<file path="src/rtl/mtb_pkg.sv">
package mtb_pkg;
    localparam int NCH          = 8;
    localparam int FIRST_CH     = 4;
    localparam int CTL_W        = 10;
    localparam int NARROW_CTL_W = 8;

    // control bit positions
    localparam int CB_CLR  = 3;
    localparam int CB_PER  = 6;
    localparam int CB_OWN  = 7;
    localparam int CB_GATE = 8;
    localparam int CB_SNAP = 9;

    typedef enum logic [2:0] {
        SRC_OFF  = 3'd0,
        SRC_32K  = 3'd1,
        SRC_1K   = 3'd2,
        SRC_1HZ  = 3'd3,
        SRC_1M   = 3'd4,
        SRC_EXT  = 3'd5,
        SRC_RES6 = 3'd6,
        SRC_RES7 = 3'd7
    } tick_src_e;

    // address region, upper three bits of the byte offset
    typedef enum logic [2:0] {
        RGN_CNT = 3'b010,
        RGN_MAT = 3'b100,
        RGN_CTL = 3'b110
    } region_e;

    function automatic int leader_of(input int idx);
        if (idx < 4)      return 0;
        else if (idx < 6) return 4;
        else              return 6;
    endfunction

    function automatic logic src_live(input tick_src_e s);
        return (s == SRC_32K) || (s == SRC_1K) || (s == SRC_1HZ) ||
               (s == SRC_1M)  || (s == SRC_EXT);
    endfunction
endpackage

</file>
<file path="src/rtl/mtb_channel.sv">
module mtb_channel
    import mtb_pkg::*;
#(
    parameter int IDX = 0,
    parameter int DW  = 32
) (
    input  logic             clk,
    input  logic             rst_n,
    input  logic [7:0]       tick_i,
    input  logic             wr_cnt_i,
    input  logic             wr_mat_i,
    input  logic             wr_ctl_i,
    input  logic [DW-1:0]    wdata_i,
    input  logic [DW-1:0]    ref_cnt_i,
    input  logic             ref_adv_i,
    output logic [DW-1:0]    cnt_o,
    output logic [DW-1:0]    mat_o,
    output logic [CTL_W-1:0] ctl_o,
    output logic             adv_o,
    output logic             fire_o
);
    localparam int  LEAD    = leader_of(IDX);
    localparam bit  IS_LEAD = (LEAD == IDX);
    localparam bit  WIDE    = (IDX >= 4);
    localparam int  PAD_W   = CTL_W - NARROW_CTL_W;

    typedef struct packed {
        logic [DW-1:0]    cnt;
        logic [DW-1:0]    mat;
        logic [CTL_W-1:0] ctl;
        logic             armed;
    } chan_st_t;

    chan_st_t s_d, s_q;

    tick_src_e     src;
    logic          gated;
    logic          tick_sel;
    logic          run;
    logic          adv;
    logic          use_own;
    logic          cmp_adv;
    logic [DW-1:0] cmp_nxt;
    logic          fire;

    always_comb begin
        s_d      = s_q;
        src      = tick_src_e'(s_q.ctl[2:0]);
        gated    = WIDE && s_q.ctl[CB_GATE];
        tick_sel = src_live(src) && tick_i[s_q.ctl[2:0]] && !gated;
        run      = s_q.ctl[CB_OWN] || IS_LEAD;
        adv      = run && tick_sel && !wr_cnt_i;
        use_own  = s_q.ctl[CB_OWN];
        cmp_adv  = use_own ? adv : ref_adv_i;
        cmp_nxt  = (use_own ? s_q.cnt : ref_cnt_i) + 1'b1;
        fire     = s_q.armed && cmp_adv && (cmp_nxt == s_q.mat);

        if (adv)
            s_d.cnt = s_q.cnt + 1'b1;
        if (fire && s_q.ctl[CB_CLR])
            s_d.cnt = '0;
        if (wr_cnt_i)
            s_d.cnt = wdata_i;

        if (fire && !s_q.ctl[CB_PER])
            s_d.armed = 1'b0;

        if (wr_mat_i) begin
            s_d.mat   = wdata_i;
            s_d.armed = 1'b1;
        end
        if (wr_ctl_i) begin
            if (WIDE)
                s_d.ctl = wdata_i[CTL_W-1:0];
            else
                s_d.ctl = {{PAD_W{1'b0}}, wdata_i[NARROW_CTL_W-1:0]};
            s_d.armed = 1'b1;
        end
    end

    always_ff @(posedge clk) begin
        if (!rst_n) s_q <= '0;
        else        s_q <= s_d;
    end

    assign cnt_o  = s_q.cnt;
    assign mat_o  = s_q.mat;
    assign ctl_o  = s_q.ctl;
    assign adv_o  = adv;
    assign fire_o = fire;


    cnt_step_chk: assert property (@(posedge clk) disable iff (!rst_n)
        !wr_cnt_i |=> (s_q.cnt == $past(s_q.cnt)) ||
                      (s_q.cnt == $past(s_q.cnt) + 1'b1) ||
                      (s_q.cnt == '0));


    oneshot_chk: assert property (@(posedge clk) disable iff (!rst_n)
        (fire_o && !s_q.ctl[CB_PER] && !wr_mat_i && !wr_ctl_i) |=> !fire_o);

    if (!IS_LEAD) begin : g_follow

        follower_hold_chk: assert property (@(posedge clk) disable iff (!rst_n)
            (!s_q.ctl[CB_OWN] && !wr_cnt_i && !fire_o) |=> $stable(s_q.cnt));
    end
endmodule

</file>
<file path="src/rtl/mtb_irq.sv">
module mtb_irq #(
    parameter int NCH = 8
) (
    input  logic           clk,
    input  logic           rst_n,
    input  logic [NCH-1:0] fire_i,
    input  logic           wr_en_i,
    input  logic           wr_clr_i,
    input  logic [NCH-1:0] bits_i,
    output logic [NCH-1:0] stat_o,
    output logic [NCH-1:0] en_o,
    output logic           irq_o
);
    typedef struct packed {
        logic [NCH-1:0] stat;
        logic [NCH-1:0] en;
    } irq_st_t;

    irq_st_t s_d, s_q;

    always_comb begin
        s_d = s_q;
        if (wr_clr_i)
            s_d.stat = s_q.stat & ~bits_i;
        s_d.stat = s_d.stat | (fire_i & s_q.en);
        if (wr_en_i)
            s_d.en = bits_i;
    end

    always_ff @(posedge clk) begin
        if (!rst_n) s_q <= '0;
        else        s_q <= s_d;
    end

    assign stat_o = s_q.stat;
    assign en_o   = s_q.en;
    assign irq_o  = |s_q.stat;

    for (genvar b = 0; b < NCH; b++) begin : g_gate

        gate_chk: assert property (@(posedge clk) disable iff (!rst_n)
            (!s_q.en[b] && !s_q.stat[b]) |=> !s_q.stat[b]);
    end


    irq_drop_chk: assert property (@(posedge clk) disable iff (!rst_n)
        (wr_clr_i && ((s_q.stat & ~bits_i) == '0) && (fire_i == '0)) |=> !irq_o);


    irq_hold_chk: assert property (@(posedge clk) disable iff (!rst_n)
        (irq_o && !wr_clr_i) |=> irq_o);
endmodule

</file>
<file path="src/rtl/match_timer_bank.sv">
module match_timer_bank
    import mtb_pkg::*;
#(
    parameter int AW = 8,
    parameter int DW = 32
) (
    input  logic          clk,
    input  logic          rst_n,
    input  logic [7:0]    tick_i,
    input  logic          bus_wr_i,
    input  logic          bus_rd_i,
    input  logic [AW-1:0] bus_addr_i,
    input  logic [DW-1:0] bus_wdata_i,
    output logic [DW-1:0] bus_rdata_o,
    output logic          irq_o
);
    localparam int            IDX_W     = $clog2(NCH);
    localparam logic [AW-1:0] SNAP_ADDR = AW'(8'h20);
    localparam logic [AW-1:0] STAT_ADDR = AW'(8'h14);
    localparam logic [AW-1:0] IEN_ADDR  = AW'(8'h1C);

    typedef struct packed {
        logic [DW-1:0] snap;
    } top_st_t;

    top_st_t s_d, s_q;

    logic [DW-1:0]    cnt_w [NCH];
    logic [DW-1:0]    mat_w [NCH];
    logic [CTL_W-1:0] ctl_w [NCH];
    logic [NCH-1:0]   adv_w;
    logic [NCH-1:0]   fire_w;
    logic [NCH-1:0]   stat_w;
    logic [NCH-1:0]   en_w;

    logic             in_map;
    region_e          rgn;
    logic [IDX_W-1:0] idx;
    logic [NCH-1:0]   wr_cnt, wr_mat, wr_ctl;
    logic             rd_cnt_hit;

    always_comb begin
        in_map = ((bus_addr_i >> 8) == '0) && (bus_addr_i[1:0] == 2'b00);
        rgn    = region_e'(bus_addr_i[7:5]);
        idx    = bus_addr_i[2 +: IDX_W];
        for (int g = 0; g < NCH; g++) begin
            wr_cnt[g] = bus_wr_i && in_map && (rgn == RGN_CNT) && (idx == IDX_W'(g));
            wr_mat[g] = bus_wr_i && in_map && (rgn == RGN_MAT) && (idx == IDX_W'(g));
            wr_ctl[g] = bus_wr_i && in_map && (rgn == RGN_CTL) && (idx == IDX_W'(g));
        end
        rd_cnt_hit = bus_rd_i && in_map && (rgn == RGN_CNT);
    end

    for (genvar g = 0; g < NCH; g++) begin : g_chan
        localparam int LEAD = leader_of(g);
        mtb_channel #(.IDX(g), .DW(DW)) u_chan (
            .clk       (clk),
            .rst_n     (rst_n),
            .tick_i    (tick_i),
            .wr_cnt_i  (wr_cnt[g]),
            .wr_mat_i  (wr_mat[g]),
            .wr_ctl_i  (wr_ctl[g]),
            .wdata_i   (bus_wdata_i),
            .ref_cnt_i (cnt_w[LEAD]),
            .ref_adv_i (adv_w[LEAD]),
            .cnt_o     (cnt_w[g]),
            .mat_o     (mat_w[g]),
            .ctl_o     (ctl_w[g]),
            .adv_o     (adv_w[g]),
            .fire_o    (fire_w[g])
        );
    end

    mtb_irq #(.NCH(NCH)) u_irq (
        .clk      (clk),
        .rst_n    (rst_n),
        .fire_i   (fire_w),
        .wr_en_i  (bus_wr_i && (bus_addr_i == IEN_ADDR)),
        .wr_clr_i (bus_wr_i && (bus_addr_i == STAT_ADDR)),
        .bits_i   (bus_wdata_i[FIRST_CH +: NCH]),
        .stat_o   (stat_w),
        .en_o     (en_w),
        .irq_o    (irq_o)
    );

    // snapshot: the odd channels of the wide half capture their lower neighbour
    always_comb begin
        s_d = s_q;
        for (int g = 5; g < NCH; g += 2) begin
            if (rd_cnt_hit && (idx == IDX_W'(g)) && ctl_w[g][CB_SNAP])
                s_d.snap = cnt_w[g-1];
        end
    end

    always_ff @(posedge clk) begin
        if (!rst_n) s_q <= '0;
        else        s_q <= s_d;
    end

    always_comb begin
        bus_rdata_o = '0;
        if (in_map) begin
            case (bus_addr_i[7:5])
                RGN_CNT: bus_rdata_o = cnt_w[idx];
                RGN_MAT: bus_rdata_o = mat_w[idx];
                RGN_CTL: bus_rdata_o = DW'(ctl_w[idx]);
                default: begin
                    if (bus_addr_i == SNAP_ADDR)
                        bus_rdata_o = s_q.snap;
                    else if (bus_addr_i == STAT_ADDR)
                        bus_rdata_o = DW'({stat_w, {FIRST_CH{1'b0}}});
                    else if (bus_addr_i == IEN_ADDR)
                        bus_rdata_o = DW'({en_w, {FIRST_CH{1'b0}}});
                end
            endcase
        end
    end


    snap_hold_chk: assert property (@(posedge clk) disable iff (!rst_n)
        !(bus_rd_i && ((bus_addr_i == AW'(8'h54)) || (bus_addr_i == AW'(8'h5C))))
        |=> $stable(s_q.snap));
endmodule

</file>
<file path="config.mk">
export PLATFORM = sky130hd
export DESIGN_NAME = match_timer_bank
export DESIGN_NICKNAME = d
export VERILOG_FILES = /design/src/rtl/mtb_pkg.sv /design/src/rtl/mtb_channel.sv /design/src/rtl/mtb_irq.sv /design/src/rtl/match_timer_bank.sv
export SDC_FILE = /design/constraint.sdc
export NUM_CORES = 2
export LEC_CHECK = 0
export ABC_AREA = 1
export CAP_MARGIN = 15
export CORE_ASPECT_RATIO = 0.5
export CORE_MARGIN = 2
export CORE_UTILIZATION = 41
export CTS_CLUSTER_DIAMETER = 150
export DETAILED_ROUTE_END_ITERATION = 8
export DONT_BUFFER_PORTS = 1
export PLACE_DENSITY = 0.63
export SETUP_SLACK_MARGIN = 0.4
export SYNTH_ARGS = -nofsm -noshare
export SYNTH_HDL_FRONTEND = slang
export SYNTH_SLANG_ARGS = --single-unit
export TNS_END_PERCENT = 10
</file>
<file path="constraint.sdc">
create_clock -name clk -period 6.05 [get_ports clk]
set_input_delay 0.605 -clock clk [delete_from_list [all_inputs] [get_ports clk]]
set_output_delay 0.605 -clock clk [all_outputs]
set_load 0.01 [all_outputs]
</file>
==> results.sh <==
export IMPL_status="completed"
export IMPL_cp_slowest_stage_delay_ps=650
export IMPL_synth_area_leader_cell="dfxtp_1"
export IMPL_internal_power_mw=6.920
export IMPL_min_period_over_period_pct=75.06
export IMPL_grt_max_degree=497
export IMPL_coreArea_sq_mm=0.1202
export IMPL_dpl_hpwl_um=185400
export IMPL_p_total_mw=9.405
export IMPL_clk_pin_slew_ps=70
export IMPL_swShare_pct=26.43
export IMPL_die_y_um=249.6
export IMPL_hold_slack_ps=55.86
export IMPL_regArea_sq_mm=0.01282
export IMPL_routed_wl_um=245600
export IMPL_routed_via_count=57797
export IMPL_asyncSetResetFlopFracSynth_pct=0
export IMPL_clockBufferDepth=3
export IMPL_fin_nets=8248
export IMPL_clock_fmax_mhz=220.2
export IMPL_io_pins=85
export IMPL_h_tree_depth=3
export IMPL_yosys_warnings=0
export IMPL_crit_family="simple AND/OR/NAND/NOR gates"
export IMPL_cts_tree="yes"
export IMPL_antenna_found_initial=7
export IMPL_setup_viol=0
export IMPL_ctsResizeCount=0
export IMPL_relSlewSlack_pct=21.27
export IMPL_rows=90
export IMPL_initial_core_util_pct=41.17
export IMPL_slew_violations=0
export IMPL_startpoint_type="flop"
export IMPL_numPortBuffers=0
export IMPL_numCtsBuffers=71
export IMPL_rrSetupSlack_ps=1510
export IMPL_final_antenna_net_count=0
export IMPL_crit_path_max_fanout=20
export IMPL_cts_setup_buffers=0
export IMPL_clock_latency_ps=720
export IMPL_synth_seq_cells=640
export IMPL_switchingPower_mw=2.485
export IMPL_end_kind="flop"
export IMPL_drc=0
export IMPL_rsz0062_at_grt="no"
export IMPL_die_area_sq_mm=0.1236
export IMPL_syn_area_per_cell_sq_um=5.828
export IMPL_placed_area_sq_mm=0.05017
export IMPL_yosys_top_cells_count="nand2_1, nor2_1, inv_1, dfxtp_1, a21oi_1"
export IMPL_drv_cap=0
export IMPL_cpMaxStageDelayCell="nand4_1"
export IMPL_powerDensity_mw_per_mm2=178.9
export IMPL_multi_input_area_sq_mm=0.03086
export IMPL_design_area_sq_mm=0.05259
export IMPL_utilization_pct=43.77
export IMPL_synth_top_area_share_pct=25.90
export IMPL_finalHoldViolCount=0
export IMPL_viasPerCell=5.867
export IMPL_synth_enable_flop_cells=0
export IMPL_ys_types=56
export IMPL_synth_nets=8553
export IMPL_leakage_nw=21.09
export IMPL_hold_buffers=0
export IMPL_synth_cells=8488
export IMPL_wl_per_cell_um=24.93
export IMPL_synthFlopType="dfxtp_1"
export IMPL_cp_cell_sequence="ha_1 -> nand3_1 -> inv_1 -> nand2_1 -> nor2_1 -> nand2_1 -> nor2_1 -> nand2_1 -> xor2_1 -> nor2_1 -> nand3b_1 -> nor2_1 -> nand4_1 -> buf_4 -> nand2_1 -> a21oi_1"
export IMPL_fp_dieW_um=495.2
export IMPL_setup_tns_ps=0
export IMPL_critical_path_class="flop to flop"
export IMPL_grt_pass1_wl_um=350200
export IMPL_ys_seq_area_share_pct=25.90
export IMPL_cts_root_buf="clkbuf_16"
export IMPL_drive_gt1_share_pct=4.673
export IMPL_syn2layout_area_growth_pct=6.308
export IMPL_gp_congestion=1.063
export IMPL_grt_pass1_vias=51577
export IMPL_first_iter_violations=8673
export IMPL_hold_class="input port to flop"
export IMPL_grt_usage_pct=38.29
export IMPL_required_ps=6590
export IMPL_power_frac_comb_pct=4.5
export IMPL_finalClockSkew_ps=37.29
export IMPL_worst_ep_arrival_time_ps=5080
export IMPL_power_frac_seq_pct=45.0
export IMPL_p_clk_share_pct=50.5
export IMPL_syn_area_sq_mm=0.04946
export IMPL_ys_top_cells_by_area="dfxtp_1, nand2_1, nor2_1, inv_1, a21oi_1"
export IMPL_gr_total_overflow=0
export IMPL_worst_path_buf_inv=2
export IMPL_n_fill_cell=13160
export IMPL_cts_sinks=640
export IMPL_worst_pin_slew_ps=1169
export IMPL_finalCriticalPeriod_ps=4541
export IMPL_firstDrtPassIters=6
export IMPL_peakVddDrop_mv=0.1899
export IMPL_synth_most_common_cell="nand2_1"
-- per-layer routing --
metal	GRT usage, %	routed length (um)	vias up	part of all wire, %
li1	-	-	27079	-
met1	53.01	102600	26796	42
met2	53.61	96680	3499	39
met3	14.12	35970	423	15
met4	14.07	10400	0	4.2
met5	0	0	-	0
-- final timing paths --
| kind | start | to | cells past startpoint |
|---|---|---|---|
| setup / recovery | g_chan[6].u_chan.cnt_o[0] | g_chan[6].u_chan.cnt_o[6] | 16 |
| hold reg to reg | u_irq.en_o[4] | u_irq.stat_o[4] | 2 |
| hold / removal | rst_n | g_chan[1].u_chan.ctl_o[2] | 2 |
| setup reg to reg | g_chan[6].u_chan.cnt_o[0] | g_chan[6].u_chan.cnt_o[6] | 16 |
-- metrics by stage --
step | setup WS (ps) | cells
4_1_cts | 1623 | 9848
6_report | 1509 | 9851
5_1_grt | 1196 | 9849
2_1_floorplan | 3086 | 8488
3_5_place_dp | 1646 | 9720
3_3_place_gp | 1636 | 9720
-- logic make-up (layout without fill, tap and decap cells) --
group	count (synthesis)	count (layout)	share of synthesized area [%]
flops	640	640	25.90
compound gates	1646	1646	18.94
buf+inv	1470	1220	11.92
other cells	0	3	0
xor+xnor	300	300	5.479
fa+ha+maj	13	13	0.3288
simple gates	4419	4419	37.43
-- layout make-up --
cell class | count | share of cell area (%)
timing repair buffer | 85 | 1.309
clock inverter | 27 | 0.6210
clock buffer | 101 | 3.955
multi-input combinational | 6378 | 58.69
sequential | 640 | 24.37
antenna | 3 | 0.01428
tap | 1610 | 3.831
inverter | 1007 | 7.205
-- sequential cells by signal (all words and copies together) (netlist names) --
name and count:
g_chan.u_chan.cnt_o 256, u_irq.stat_o 8, g_chan.u_chan.s_q 8, s_q 32, u_irq.en_o 8, g_chan.u_chan.mat_o 256, g_chan.u_chan.ctl_o 72
-- power groups by stage --
stage / registers, mW / clock network, mW / logic, mW
final: 4.23 / 4.75 / 0.419
after global routing: 4.23 / 4.90 / 0.423
after CTS: 4.23 / 4.74 / 0.393
after detailed placement: 4.33 / 0 / 0.392
after global placement: 4.33 / 0 / 0.391
after floorplan: 4.32 / 0 / 0.279
-- cells in the final DEF (no fill, tap or decap), types with 106 or more instances in the layout --
cell type	instances
a21oi_1	579
dfxtp_1	636
inv_1	970
nand2_1	2410
nand3_1	455
nand4_1	279
nor2_1	1004
nor3_1	106
o21ai_0	534
o22ai_1	211
xor2_1	261
No activity file was read; power rests on OpenSTA's default activity.
